### config.mk
export PLATFORM = sky130hd
export DESIGN_NAME = supply_level_seq
export DESIGN_NICKNAME = d
export VERILOG_FILES = /design/src/rtl/supply_level_pkg.sv /design/src/rtl/supply_level_dp.sv /design/src/rtl/supply_level_ctrl.sv /design/src/rtl/supply_level_seq.sv
export SDC_FILE = /design/constraint.sdc
export NUM_CORES = 1
export LEC_CHECK = 0
export BUFFER_PORTS_ARGS = -buffer_cell sky130_fd_sc_hd__buf_4
export CORE_AREA = 5 5 42 44
export DETAILED_ROUTE_END_ITERATION = 12
export DIE_AREA = 0 0 47 49
export GPL_TIMING_DRIVEN = 1
export PLACE_DENSITY = 0.48
export REMOVE_ABC_BUFFERS = 1
export SLEW_MARGIN = 20
export SYNTH_ARGS = -nofsm -noshare
export SYNTH_HDL_FRONTEND = slang
export SYNTH_HIERARCHICAL = 1
export SYNTH_SLANG_ARGS = --single-unit
### constraint.sdc
create_clock -name clk -period 2.65 [get_ports clk]
set_input_delay 0 -clock clk [delete_from_list [all_inputs] [get_ports clk]]
set_output_delay 0 -clock clk [all_outputs]
set_load 0.1 [all_outputs]
### src/rtl/supply_level_pkg.sv
`timescale 1ns/1ps
package supply_level_pkg;
  // Sequencer states
  typedef enum logic [1:0] {
    ST_IDLE  = 2'd0,
    ST_ARMED = 2'd1,
    ST_MEAS  = 2'd2
  } seqState_t;

  // Strobes from control to datapath
  typedef struct packed {
    logic loadLevel;
    logic sampleResult;
  } dpStrobe_t;
endpackage

### src/rtl/supply_level_dp.sv
`timescale 1ns/1ps
module supply_level_dp
  import supply_level_pkg::*;
#(
  parameter int LVL_W       = 2,
  parameter int SYNC_STAGES = 2   // minimum 2
) (
  input  logic             clk,
  input  logic             rstN,
  input  dpStrobe_t        strobe,
  input  logic [LVL_W-1:0] wrLevel,
  input  logic             tickIn,
  input  logic             cmpRaw,
  output logic [LVL_W-1:0] level,
  output logic             result,
  output logic             tickRise,
  output logic             tickFall
);
  logic                   tickQ;
  logic [SYNC_STAGES-1:0] syncQ;
  logic                   cmpSync;

  // Edge detection on the slow timing signal
  always_ff @(posedge clk) begin
    if (!rstN) tickQ <= 1'b0;
    else       tickQ <= tickIn;
  end
  assign tickRise = tickIn & ~tickQ;
  assign tickFall = ~tickIn & tickQ;

  // Comparator synchronizer chain
  generate
    if (SYNC_STAGES > 1) begin : g_sync
      always_ff @(posedge clk) begin
        if (!rstN) syncQ <= '0;
        else       syncQ <= {syncQ[SYNC_STAGES-2:0], cmpRaw};
      end
    end else begin : g_sync_one
      always_ff @(posedge clk) begin
        if (!rstN) syncQ <= '0;
        else       syncQ <= cmpRaw;
      end
    end
  endgenerate
  assign cmpSync = syncQ[SYNC_STAGES-1];

  // Level code register
  always_ff @(posedge clk) begin
    if (!rstN)                 level <= '0;
    else if (strobe.loadLevel) level <= wrLevel;
  end

  // Result register: only a completed measurement updates it
  always_ff @(posedge clk) begin
    if (!rstN)                    result <= 1'b0;
    else if (strobe.sampleResult) result <= cmpSync;
  end

  // result holds unless a measurement ends
  p_hold_result_r7: assert property (@(posedge clk) disable iff (!rstN)
    !strobe.sampleResult |=> $stable(result));

  // level code holds unless a write is accepted
  p_hold_level_r8: assert property (@(posedge clk) disable iff (!rstN)
    !strobe.loadLevel |=> $stable(level));
endmodule

### src/rtl/supply_level_ctrl.sv
`timescale 1ns/1ps
module supply_level_ctrl
  import supply_level_pkg::*;
(
  input  logic      clk,
  input  logic      rstN,
  input  logic      wrEn,
  input  logic      wrNonZero,
  input  logic      sleepMode,
  input  logic      tickRise,
  input  logic      tickFall,
  output dpStrobe_t strobe,
  output logic      busy,
  output logic      anaEn
);
  seqState_t state, stateNext;

  always_comb begin
    stateNext = state;
    strobe    = '0;
    if (sleepMode) begin
      stateNext = ST_IDLE;
    end else begin
      unique case (state)
        ST_IDLE: begin
          if (wrEn) begin
            strobe.loadLevel = 1'b1;
            if (wrNonZero) stateNext = ST_ARMED;
          end
        end
        ST_ARMED: if (tickRise) stateNext = ST_MEAS;
        ST_MEAS: begin
          if (tickFall) begin
            strobe.sampleResult = 1'b1;
            stateNext           = ST_IDLE;
          end
        end
        default: stateNext = ST_IDLE;
      endcase
    end
  end

  always_ff @(posedge clk) begin
    if (!rstN) state <= ST_IDLE;
    else       state <= stateNext;
  end

  assign busy  = (state != ST_IDLE);
  assign anaEn = (state == ST_MEAS);

  // accepted nonzero write arms, comparator still off
  p_start_r3: assert property (@(posedge clk) disable iff (!rstN)
    (wrEn && !busy && !sleepMode && wrNonZero) |=> (busy && !anaEn));

  // a zero code starts nothing
  p_zero_code_r4: assert property (@(posedge clk) disable iff (!rstN)
    (wrEn && !busy && !sleepMode && !wrNonZero) |=> !busy);

  // rising edge while armed enables the comparator
  p_rise_enables_r5: assert property (@(posedge clk) disable iff (!rstN)
    (busy && !anaEn && tickRise && !sleepMode) |=> anaEn);

  // falling edge while measuring ends the measurement
  p_fall_ends_r6: assert property (@(posedge clk) disable iff (!rstN)
    (anaEn && tickFall && !sleepMode) |=> (!busy && !anaEn));

  // sleep forces the detector off
  p_sleep_off_r9: assert property (@(posedge clk) disable iff (!rstN)
    sleepMode |=> (!busy && !anaEn));
endmodule

### src/rtl/supply_level_seq.sv
`timescale 1ns/1ps
module supply_level_seq
  import supply_level_pkg::*;
#(
  parameter int LVL_W       = 2,
  parameter int SYNC_STAGES = 2
) (
  input  logic                 clk,
  input  logic                 rstN,
  input  logic                 wrEn,
  input  logic [LVL_W+1:0]     wrData,
  output logic [LVL_W+1:0]     rdData,
  input  logic                 tick256,
  input  logic                 sleepMode,
  input  logic                 cmpOut,
  output logic [LVL_W-1:0]     levelSel,
  output logic                 anaEn
);
  localparam int REG_W = LVL_W + 2;

  dpStrobe_t        strobe;
  logic             busy;
  logic             result;
  logic             tickRise;
  logic             tickFall;
  logic [LVL_W-1:0] level;
  logic             unusedWrHi;

  assign unusedWrHi = ^wrData[REG_W-1:LVL_W];

  supply_level_ctrl u_ctrl (
    .clk       (clk),
    .rstN      (rstN),
    .wrEn      (wrEn),
    .wrNonZero (|wrData[LVL_W-1:0]),
    .sleepMode (sleepMode),
    .tickRise  (tickRise),
    .tickFall  (tickFall),
    .strobe    (strobe),
    .busy      (busy),
    .anaEn     (anaEn)
  );

  supply_level_dp #(
    .LVL_W       (LVL_W),
    .SYNC_STAGES (SYNC_STAGES)
  ) u_dp (
    .clk      (clk),
    .rstN     (rstN),
    .strobe   (strobe),
    .wrLevel  (wrData[LVL_W-1:0]),
    .tickIn   (tick256),
    .cmpRaw   (cmpOut),
    .level    (level),
    .result   (result),
    .tickRise (tickRise),
    .tickFall (tickFall)
  );

  assign rdData   = {result, busy, level};
  assign levelSel = level;

  // a write during busy leaves the level code alone
  p_ignore_busy_r8: assert property (@(posedge clk) disable iff (!rstN)
    (busy && wrEn) |=> $stable(levelSel));

  // a write during sleep leaves the level code alone
  p_ignore_sleep_r9: assert property (@(posedge clk) disable iff (!rstN)
    (sleepMode && wrEn) |=> $stable(levelSel));
endmodule

==> summary by stage, run 1 <==
Critical path
The start-to-end type of the worst setup path is reg -> reg. The critical path data arrival time is 1.44 ns. The critical path capture point type is a flip-flop. The number of cells on the worst reg-to-reg path is 3.

The worst setup path is launched from a flip-flop. The maximum fanout along the worst path is 8. The required time of the critical path is 2.79 ns.

Power
For this design the static power due to leakage is ~0.21 nW. VDD sags by at most ~0.31 mV. The power per cell area is 558 nW/um^2.

Timing
Dividing the final minimum period by the clock period gives about half. The setup total negative slack is 0 ns. The hold violation count in the final report was 0. The actual transition at the worst max-transition pin is between 0.5 and 0.6 ns.

The upper clock frequency limit is approximately 0.77 GHz. The number of max-slew violations in the final report is 0. Setup repair after global routing left no endpoint under its margin. The worst pin sits at a relative slew slack of between 60% and 70%.

The minimum clock period after layout is 1.31 ns. On the final layout, the worst clock skew is between 0.008 and 0.009 ns. The total of endpoints with negative setup slack in the final report is 0.

Finish
Relative to the synthesized area, the layout overhead comes to 41.5%. Leaving out fill and tap cells, the most frequent cell in the layout is sky130_fd_sc_hd__buf_4. The net total in the final layout is 64.

Summing all non-filler instances in the final layout gives an area of around 500 um^2. The number of antenna cells inserted is 0. The share of layout cells above drive strength 1 is about 33%. In the layout the commonest cells are 14 x sky130_fd_sc_hd__buf_4, 8 x sky130_fd_sc_hd__dfxtp_1, 6 x sky130_fd_sc_hd__nor2b_1.

Routing
The detail route stage leaves a number of antenna-violating nets equal to 0. The final route contains approximately 280 vias. For this block, the initial DRC count from the detailed router was 2.

Before antenna repair, the detailed router went through 2 iterations. The per-cell via count in the routed design is 4.15. After detailed routing, the average wire length per cell comes to between 9 and 10 um. For this block, the routed nets add up to around 640 um of wire. The number of DRC violations after detailed routing is 0.

Run
The max-capacitance violation count is 0.

Place
The final estimated routing congestion in global placement is approximately 0.63. The detailed-placement wirelength estimate is between 400 and 500 um. The cell area reported after detailed placement is approximately 450 um^2. The number of input and output port buffers inserted is 14.

Yosys
The count of different cell masters after synthesis is 14. The number of synthesized register bits is 8. The share of synthesized area in the top cell type comes to between 40% and 50%.

The largest area contributor in the netlist is sky130_fd_sc_hd__dfxtp_1. The per-instance average area after synthesis is 9.87 um^2. The portion of the post-synthesis area used by sequential elements is between 40% and 50%. The number of warnings printed during yosys synthesis is 6. In the post-synthesis netlist, the biggest area contributors are sky130_fd_sc_hd__dfxtp_1 45%, sky130_fd_sc_hd__nor2b_1 11%, sky130_fd_sc_hd__mux2i_1 8.5%, sky130_fd_sc_hd__buf_4 8.5%, sky130_fd_sc_hd__and2_1 5.3%.

The cell count after synthesis came out at 36. The summed instance area of the synthesized netlist is 355 um^2.

GRT
The maximum number of pins on one net before global-route repair is 9. The initial antenna violation count was 0. The via count of the first global-routing pass is between 200 and 300.

The first global-routing pass estimated around 1100 um of wire. The total routing resource utilization after global routing is about 6.9%. The overall overflow remaining after global route is 0.

Clocking
The number of CTS-inserted buffers is 3. The level count of the clock H-tree is 1. The number of gates given a new drive strength after cts is 0. The cell at the root of the clock tree is sky130_fd_sc_hd__clkbuf_4. The post-CTS setup-driven buffer insertion count is 0. In this run the deepest clock path goes through 2 buffers. After clock tree synthesis, the clock-pin slew on the worst setup and hold paths is ~0.06 ns. After clock tree synthesis, the flow added hold-fix buffers numbering 3.

The later pin in the worst-skew pair is clocked with a latency of around 0.25 ns. TritonCTS built the clock tree. The clock net in this run drives a total of 8 sinks.

Run status
The flow ran to the end, and the final reports show no timing, DRC or antenna violations.

Floorplan
17 I/O pins were placed. The starting utilization of the core area is 25.4%. The die outline area is 2300 um^2.

The standard-cell row count is 14. The area of the placeable core is ~1400 um^2. The die extent in y is roughly 50 um. The overall die width is between 40 and 50 um.

Hold path
The min-delay analysis places its worst path in the category in -> reg. The count of cells along the worst hold path is 3.
## Yosys cell counts
| cell type | count |
|---|---|
| sky130_fd_sc_hd__dfxtp_1 | 8 |
| sky130_fd_sc_hd__nor2b_1 | 6 |
| sky130_fd_sc_hd__buf_4 | 4 |
| sky130_fd_sc_hd__and2_1 | 3 |
| sky130_fd_sc_hd__mux2i_1 | 3 |
| sky130_fd_sc_hd__nand2b_1 | 2 |
| sky130_fd_sc_hd__nand3b_1 | 2 |
| sky130_fd_sc_hd__or2_1 | 2 |
| sky130_fd_sc_hd__a211oi_1 | 1 |
| sky130_fd_sc_hd__a21oi_1 | 1 |
| sky130_fd_sc_hd__nand2_1 | 1 |
| sky130_fd_sc_hd__nor3_1 | 1 |
| sky130_fd_sc_hd__nor4b_1 | 1 |
| sky130_fd_sc_hd__or3b_1 | 1 |
## flip-flops by register name (all words and copies together), names as in the netlist
| register | cells |
|---|---|
| u_ctrl/state | 2 |
| u_dp/level | 2 |
| u_dp/syncQ | 2 |
| u_dp/result | 1 |
| u_dp/tickQ | 1 |
## power breakdown
group          internal, mW  switching (mW)  leakage [nW]
combinational        0.0216          0.0383         0.131
sequential            0.125         0.00295        0.0655
clock                0.0518          0.0412        0.0138
## cell type report
type                    instances  area [um^2]
fillers                       163          898
multi-input cells              24          165
flip-flops and latches          8          160
repair buffers                 17          135
clock buffers                   3         22.5
well taps                      16         20.0
## final timing paths
path	end	startpoint	slack, ns
max	u_dp/level[0]$_SDFFE_PN0P_	u_ctrl/state[0]$_SDFFE_PP0P_	1.34
min	u_dp/level[0]$_SDFFE_PN0P_	wrData[0]	0.03
max reg2reg	u_dp/level[0]$_SDFFE_PN0P_	u_ctrl/state[0]$_SDFFE_PP0P_	1.34
min reg2reg	u_dp/syncQ[1]$_SDFF_PN0_	u_dp/syncQ[0]$_SDFF_PN0_	0.42
## cell families after synthesis
group                  Yosys count  synth area share, %
buffers and inverters            4                 8.45
AND/OR/NAND/NOR                 19                 34.5
multiplexers                     3                 8.45
flip-flops                       8                 45.1
AO/OA/AOI/OAI                    2                 3.52
## routing by layer
| layer | GRT usage [%] | wire length [um] | vias to the layer above |
|---|---|---|---|
| met4 | 2.76 | 0 | 0 |
| met2 | 9.95 | 328 | 9 |
| li1 | - | - | 150 |
| met3 | 6.64 | 60 | 0 |
| met5 | 0 | 0 | - |
| met1 | 6.64 | 250 | 123 |
## worst max-delay path: stages, from the launching register on
cell	delay [ns]
sky130_fd_sc_hd__dfxtp_1	0.36
sky130_fd_sc_hd__nor4b_1	0.53
sky130_fd_sc_hd__mux2i_1	0.24
sky130_fd_sc_hd__nor2b_1	0.06
## stage by stage
| step | hold WS (ns) | utilization (%) | instances | worst slack, ns | power, mW |
|---|---|---|---|---|---|
| 2_1_floorplan | 0.122 | - | 32 | 0.700 | 0.170 |
| 3_3_place_gp | 0.206 | 32.1 | 62 | 1.33 | 0.188 |
| 3_5_place_dp | 0.211 | 32.1 | 62 | 1.33 | 0.188 |
| 4_1_cts | 0.0279 | 35.9 | 68 | 1.31 | 0.285 |
| 5_1_grt | 0.0280 | 35.9 | 68 | 1.21 | 0.301 |
| 6_report | 0.0265 | 35.9 | 68 | 1.34 | 0.281 |
Power figures use the tool's default switching activity.
==> run 2: changes to the inputs <==
Clock period 2.65 ns to 1.3 ns, I/O delays scaled along.
==> run 2 against run 1 <==
Clock power grew 100%. Final cell count grew 4.4%. Register-to-register slack lost 1.2 ns. Sequential cell count is the same. Largest power group unchanged. Clock skew shrank 0.0075 ns. Sequential share of layout area shrank 1.4 points. Largest cell class unchanged. Critical path type is now in -> reg. Routed wire length grew 7.2%. Total power grew 110%.
==> summary by stage, run 2 (synthesis gave the netlist of run 1 again) <==
Clocking
The number of hold-repair buffers added at the cts stage came to 3 (unchanged). The number of gates given a new drive strength after cts is 0 (unchanged). The TritonCTS sink count is 8 (unchanged). The clock transition time at the flip-flop clock pins of the worst setup and hold paths is 0.05 ns (was 0.06 ns). The level count of the clock H-tree came to 1 (unchanged).

The cell at the root of the clock tree is sky130_fd_sc_hd__clkbuf_4 (unchanged). The number of CTS-inserted buffers is 3 (unchanged). The worst-case clock buffer depth is 2 (unchanged). The post-CTS setup-driven buffer insertion count came to 0 (unchanged). The insertion delay of the later-clocked pin in the worst-skew pair is 0.25 ns (about the same). The clock tree from TritonCTS is done (unchanged).

Routing
The met2 wire length is 386 um (was 328 um). The violation count after the first detailed-route iteration is 2 (unchanged). The length of routed met3 wiring was 42 um (was 60 um). The vias after detailed routing is 296 (was 282). The total routed wire length on the met1 layer was 251 um (was 250 um). The sum of routed wire length over all layers is 685 um (was 639 um). The number of DRC violations after detailed routing is 0 (unchanged). The number of antenna-violating nets in the routed design was 0 (unchanged). The iteration count of the initial detailed-routing pass is 3 (was 2). The per-cell via count in the routed design was 4.17 (was 4.15). The wire length per cell after detailed routing was 9.65 um (was 9.40 um). The top layer used by detailed routing is met4 (was met3).

Critical path
The critical path data arrival time is 1.32 ns (was 1.44 ns). Worst path cell trace: dlygate4sd3_1 > buf_4 > nor2b_1 > nand2_1 > nor3_1 > mux2i_1 > nor2b_1 (was nor4b_1 > mux2i_1 > nor2b_1). The startpoint class of the critical path is a primary input (was flip-flop). The maximum fanout along the worst path is 3 (was 8).

The delay of the slowest critical-path stage is 0.53 ns (about the same). By instance count, the cell type seen most on the critical path is sky130_fd_sc_hd__nor2b_1. The library cell contributing the largest single delay on the critical path is sky130_fd_sc_hd__dlygate4sd3_1 (was sky130_fd_sc_hd__nor4b_1). The critical path capture point type was a flip-flop (unchanged).

The kind of cell adding the most delay to the critical path is buffers and inverters (was simple AND/OR/NAND/NOR gates). The required time of the critical path is 1.44 ns (was 2.79 ns). The number of buffer and inverter stages on the critical path was 2 (was 0). The register-to-register path setup slack is 0.18 ns (was 1.34 ns).

The start-to-end type of the worst setup path is in -> reg (was reg -> reg).

Floorplan
The area of the placeable core was 1400 um^2 (unchanged). The number of primary I/O pins is 17 (unchanged). The starting utilization of the core area was 25.4% (unchanged). The overall die width came to 47 um (unchanged). The standard-cell row count is 14 (unchanged). The die extent in y is 49 um (unchanged). The die outline area is 2300 um^2 (unchanged).

Finish
The final instance area was 526 um^2 (was 503 um^2). The final instance count without filler cells was 71 (was 68). The number of fillers in the final layout is 158 (was 163). Most frequent cells in the layout: 17 x sky130_fd_sc_hd__buf_4, 8 x sky130_fd_sc_hd__dfxtp_1, 6 x sky130_fd_sc_hd__nor2b_1 (was 14 x sky130_fd_sc_hd__buf_4, 8 x sky130_fd_sc_hd__dfxtp_1, 6 x sky130_fd_sc_hd__nor2b_1). The share of layout cells above drive strength 1 came to 36.4% (was 32.7%).

The number of antenna cells inserted came to 0 (unchanged). The most common library cell in the layout ignoring fill and taps was sky130_fd_sc_hd__buf_4 (unchanged). The sequential cell area is 160 um^2 (unchanged).

Top Registers: u_ctrl/state: 2 flops, u_dp/level: 2 flops, u_dp/syncQ: 2 flops (unchanged). The area added between synthesis and finish is 47.9% (was 41.5%). The area of combinational cells with multiple inputs is 165 um^2 (unchanged). The net total in the final layout is 67 (was 64).

Timing
Unrepaired setup endpoints after global routing: false (unchanged). The final setup skew is 0.00146 ns (was 0.00899 ns). The ratio of final minimum period to clock period is between 90% and 100%. The total of endpoints with negative setup slack in the final report is 0 (unchanged). The setup total negative slack came to 0 ns (unchanged). The upper clock frequency limit is roughly 0.85 GHz. The worst path in the final design needs a cycle of ~1.2 ns, including I/O delays and setup. The hold violation count in the final report came to 0 (unchanged). The worst slew margin relative to its limit is 83.2% (was 63.3%). The number of max-slew violations in the final report was 0 (unchanged). The actual transition at the worst max-transition pin is 0.248 ns (was 0.543 ns).

Place
The number of input and output port buffers inserted is 14 (unchanged). The cell area reported after detailed placement is 473 um^2 (was 450 um^2). The final estimated routing congestion in global placement is 0.607 (was 0.626). The number of placed cells counting well taps was 65 (was 62). The detailed-placement wirelength estimate is 542 um (was 500 um).

Run status
Result of the run: finished, final reports clean (unchanged).

Power
The peak supply drop came to 0.473 mV (was 0.312 mV). The power per cell area is 1100 nW/um^2 (was 558 nW/um^2). The standby leakage power came to 0.226 nW (was 0.210 nW).

Hold path
The worst min-delay path class is in -> reg (unchanged).

GRT
The first-pass GRT wire length was 1210 um (was 1080 um). The initial antenna violation count is 0 (unchanged). The maximum number of pins on one net before global-route repair was 8 (was 9). The overall overflow remaining after global route is 0 (unchanged). The total routing resource utilization after global routing was 7.39% (was 6.92%).

The via count of the first global-routing pass is 313 (was 268).

Run
The max-capacitance violation count is 0 (unchanged).
[run 2: area by class of cell]
class | count | area share, %
Multi-Input combinational cell | 24 | 31.4
Tap cell | 16 | 3.81
Clock buffer | 3 | 4.29
Sequential cell | 8 | 30.5
Timing Repair Buffer | 20 | 30.0
[run 2: metal layers]
layer  vias up  GRT usage (%)
met5         -              0
met4         0           5.53
met3         2           3.32
met2         5           11.8
met1       134           7.03
li1        155              -
[run 2: path summary, 6_finish.rpt]
path                                startpoint                         end  cells after the start
setup / recovery                       tick256    u_dp/result$_SDFFE_PN0P_                      7
setup reg to reg  u_ctrl/state[1]$_SDFFE_PP0P_  u_dp/level[1]$_SDFFE_PN0P_                      4
hold reg to reg       u_dp/syncQ[0]$_SDFF_PN0_    u_dp/syncQ[1]$_SDFF_PN0_                      1
hold / removal                       wrData[0]  u_dp/level[0]$_SDFFE_PN0P_                      3
[run 2: per-stage QoR]
step / power, mW / util (%) / setup slack (ns) / hold slack [ns]
2_1_floorplan: 0.346 / - / -0.650 / 0.122
3_3_place_gp: 0.388 / 33.8 / 0.160 / 0.206
3_5_place_dp: 0.388 / 33.8 / 0.188 / 0.212
4_1_cts: 0.589 / 37.5 / 0.106 / 0.0194
5_1_grt: 0.611 / 37.5 / 0.0216 / 0.0402
6_report: 0.577 / 37.5 / 0.120 / 0.0249
[run 2: worst register-to-register path, stage by stage (launching register included)]
cell and delay, ns:
sky130_fd_sc_hd__dfxtp_1 0.31, sky130_fd_sc_hd__nor4b_1 0.29, sky130_fd_sc_hd__buf_4 0.17, sky130_fd_sc_hd__mux2i_1 0.18, sky130_fd_sc_hd__nor2b_1 0.06
[run 2: power breakdown]
group | total [mW] | switching (mW) | internal (mW) | leakage, nW
Combinational | 0.129 | 0.0811 | 0.0482 | 0.147
Clock | 0.189 | 0.0830 | 0.106 | 0.0138
Sequential | 0.259 | 0.00405 | 0.255 | 0.0655
Total | 0.577 | 0.168 | 0.409 | 0.226
==> run 3: changes to the inputs <==
Settings changed: PLACE_DENSITY 0.48 to 0.5.
Clock period 1.3 ns to 1 ns, I/O delays scaled along.
==> run 3 against run 2 <==
The run now ends with negative setup slack left. Combinational power grew 57%. Global-route usage rose by 0.52 points. Core utilization grew 7.0 points. Routed wire length up 12%. Total power up 35%. Register-to-register slack worse by 0.34 ns. Clock power rose by 27%. Critical path depth fell by 3. Non-clock buffer count grew 4. Via count increased by 5.7%. Sequential power grew 31%. Count of clock-buffer cells in the layout unchanged. Largest cell class is now non-clock buffers. Highest routed layer unchanged.
==> summary by stage, run 3 (synthesis gave the netlist of run 1 again) <==
Timing
The ratio of final minimum period to clock period is 119%. Unrepaired setup endpoints after global routing: true (was false). The setup total negative slack is -0.916 ns (was 0 ns). The hold violation count in the final report came to 0 (unchanged). The total of endpoints with negative setup slack in the final report is 6 (was 0).

The number of max-slew violations in the final report came to 0 (unchanged). The smallest clock period supported by the final layout is computed as 1.19 ns. The worst slew margin relative to its limit is 81.5% (was 83.2%).

The worst setup margin is -0.194 ns (was 0.120 ns). The post-route worst hold slack is 0.0201 ns (was 0.0249 ns). The actual transition at the worst max-transition pin is 0.280 ns (was 0.248 ns). The upper clock frequency limit is roughly 0.84 GHz. The final setup skew was 0.00537 ns (was 0.00146 ns).

Finish
The final instance area came to 623 um^2 (was 526 um^2). The net total in the final layout is 71 (was 67). The share of layout cells above drive strength 1 is 54.2% (was 36.4%).

Most frequent cells in the layout: 16 x sky130_fd_sc_hd__buf_4, 7 x sky130_fd_sc_hd__dfxtp_1, 6 x sky130_fd_sc_hd__nor2b_1 (was 17 x sky130_fd_sc_hd__buf_4, 8 x sky130_fd_sc_hd__dfxtp_1, 6 x sky130_fd_sc_hd__nor2b_1). The area of combinational cells with multiple inputs is 204 um^2 (was 165 um^2). Top Registers: u_ctrl/state: 2 flops, u_dp/level: 2 flops, u_dp/syncQ: 2 flops (unchanged). The number of antenna cells inserted came to 0 (unchanged).

The utilization after layout is 44.5% (was 37.5%). The final instance count without filler cells was 75 (was 71). The area added between synthesis and finish came to 75.4% (was 47.9%). The most common library cell in the layout ignoring fill and taps is sky130_fd_sc_hd__buf_4 (unchanged). The sequential cell area is 161 um^2 (was 160 um^2). The number of fillers in the final layout was 153 (was 158).

Power
The clock share of power was 30.8% (was 32.7%). The portion of total power attributed to combinational logic is 25.9% (was 22.4%). The standby leakage power was 0.265 nW (was 0.226 nW).

The internal power consumption is 555 uW (was 409 uW). The total power of the final layout is 780 uW (was 577 uW). The peak supply drop came to 0.700 mV (was 0.473 mV).

The power per cell area is 1250 nW/um^2 (was 1100 nW/um^2). The share of total power in sequential cells is 43.3% (was 44.9%). The total net switching power is 226 uW (was 168 uW). The switching share of total power is 28.9% (was 29.2%).

Critical path
The critical path capture point type is an output port (was flip-flop). The startpoint class of the critical path was a flip-flop (was primary input). The start-to-end type of the worst setup path is reg -> out (was in -> reg). The critical path data arrival time is 1.19 ns (was 1.32 ns). The most frequent cell on the critical path is sky130_fd_sc_hd__buf_6 (was sky130_fd_sc_hd__nor2b_1).

The maximum fanout along the worst path is 4 (was 3). The library cell contributing the largest single delay on the critical path is sky130_fd_sc_hd__dfxtp_2 (was sky130_fd_sc_hd__dlygate4sd3_1). The delay of the slowest critical-path stage is 0.33 ns (was 0.53 ns).

The required time of the critical path is 1.00 ns (was 1.44 ns). Worst path cell trace: buf_6 > buf_6 > or2_4 > buf_12 (was dlygate4sd3_1 > buf_4 > nor2b_1 > nand2_1 > nor3_1 > mux2i_1 > nor2b_1). The length in cells of the worst reg-to-reg path is 5 (was 4).

Run
The max-capacitance violation count came to 0 (unchanged).

Hold path
The count of cells along the worst hold path was 3 (unchanged). The worst min-delay path class is in -> reg (unchanged).

Place
The number of input and output port buffers inserted was 14 (unchanged). The final estimated routing congestion in global placement came to 0.625 (was 0.607). The detailed-placement wirelength estimate is 536 um (was 542 um). The worst setup timing slack at the placement stage is -0.105 ns (was 0.188 ns). The number of placed cells counting well taps is 66 (was 65). The cell area reported after detailed placement came to 480 um^2 (was 473 um^2).

Clocking
The cell at the root of the clock tree is sky130_fd_sc_hd__clkbuf_4 (unchanged). The number of CTS-inserted buffers is 3 (unchanged). The worst-case clock buffer depth is 2 (unchanged). The clock transition time at the flip-flop clock pins of the worst setup and hold paths is 0.05 ns (about the same). The clock tree from TritonCTS is done (unchanged).

The level count of the clock H-tree is 1 (unchanged). The TritonCTS sink count was 8 (unchanged). The insertion delay of the later-clocked pin in the worst-skew pair is 0.25 ns (about the same).

Floorplan
The die extent in y is 49 um (unchanged). The starting utilization of the core area is 25.4% (unchanged). The number of primary I/O pins is 17 (unchanged). The overall die width is 47 um (unchanged).

The area of the placeable core came to 1400 um^2 (unchanged). The die outline area is 2300 um^2 (unchanged). The standard-cell row count is 14 (unchanged).

Run status
Result of the run: finished with violations (was finished, final reports clean). The checks that failed: negative setup slack.

Routing
The violation count after the first detailed-route iteration is 1 (was 2). The number of antenna-violating nets in the routed design was 0 (unchanged). The iteration count of the initial detailed-routing pass came to 2 (was 3). The per-cell via count in the routed design is 4.17 (about the same). The number of DRC violations after detailed routing is 0 (unchanged). The sum of routed wire length over all layers is 770 um (was 685 um). The vias after detailed routing is 313 (was 296). The wire length per cell after detailed routing was 10.3 um (was 9.65 um).

GRT
The via count of the first global-routing pass is 303 (was 313). The first-pass GRT wire length is 1240 um (was 1210 um). The maximum number of pins on one net before global-route repair came to 8 (unchanged).

The overall overflow remaining after global route was 0 (unchanged). The total routing resource utilization after global routing was 7.91% (was 7.39%). The initial antenna violation count was 0 (unchanged).
run 3: timing repair:
action | in CTS | in global routing
pin swaps | 5 | 2
setup endpoints to repair | 7 | 7
gates cloned | 0 | 0
setup buffers | 3 | 0
hold buffers | 3 | 0
endpoints found under the hold margin | 3 | 0
resized for setup | 12 | 4
run 3: worst paths after layout:
path	to	start	slack, ns
setup reg to reg	u_dp/level[0]$_SDFFE_PN0P_	u_ctrl/state[0]$_SDFFE_PP0P_	-0.16
hold / removal	u_dp/level[0]$_SDFFE_PN0P_	wrData[0]	0.02
setup / recovery	rdData[2]	u_ctrl/state[0]$_SDFFE_PP0P_	-0.19
hold reg to reg	u_dp/syncQ[1]$_SDFF_PN0_	u_dp/syncQ[0]$_SDFF_PN0_	0.43
run 3: metal layers:
layer	GRT usage (%)	vias to the layer above	wire length (um)
li1	-	163	-
met1	7.54	143	264
met2	12.2	5	469
met3	3.32	2	31
met4	6.91	0	4
met5	0	-	0
run 3: worst max-delay path: cells and delay by family, from the launching register on:
| family | cells | cell delay, ns |
|---|---|---|
| buffers and inverters | 3 | 0.38 |
| flip-flops | 1 | 0.33 |
| AND/OR/NAND/NOR | 1 | 0.23 |
run 3: power groups by stage:
stage | sequential (mW) | combinational, mW | clock [mW]
final | 0.338 | 0.202 | 0.240
after global routing | 0.339 | 0.213 | 0.288
after CTS | 0.337 | 0.196 | 0.260
after detailed placement | 0.344 | 0.163 | 0
after global placement | 0.343 | 0.164 | 0
after floorplan | 0.403 | 0.0471 | 0
run 3: final cells by class:
cell class | instances | area share [%]
repair buffers | 24 | 34.5
multi-input cells | 24 | 32.7
flip-flops and latches | 8 | 25.9
clock buffers | 3 | 3.61
well taps | 16 | 3.21
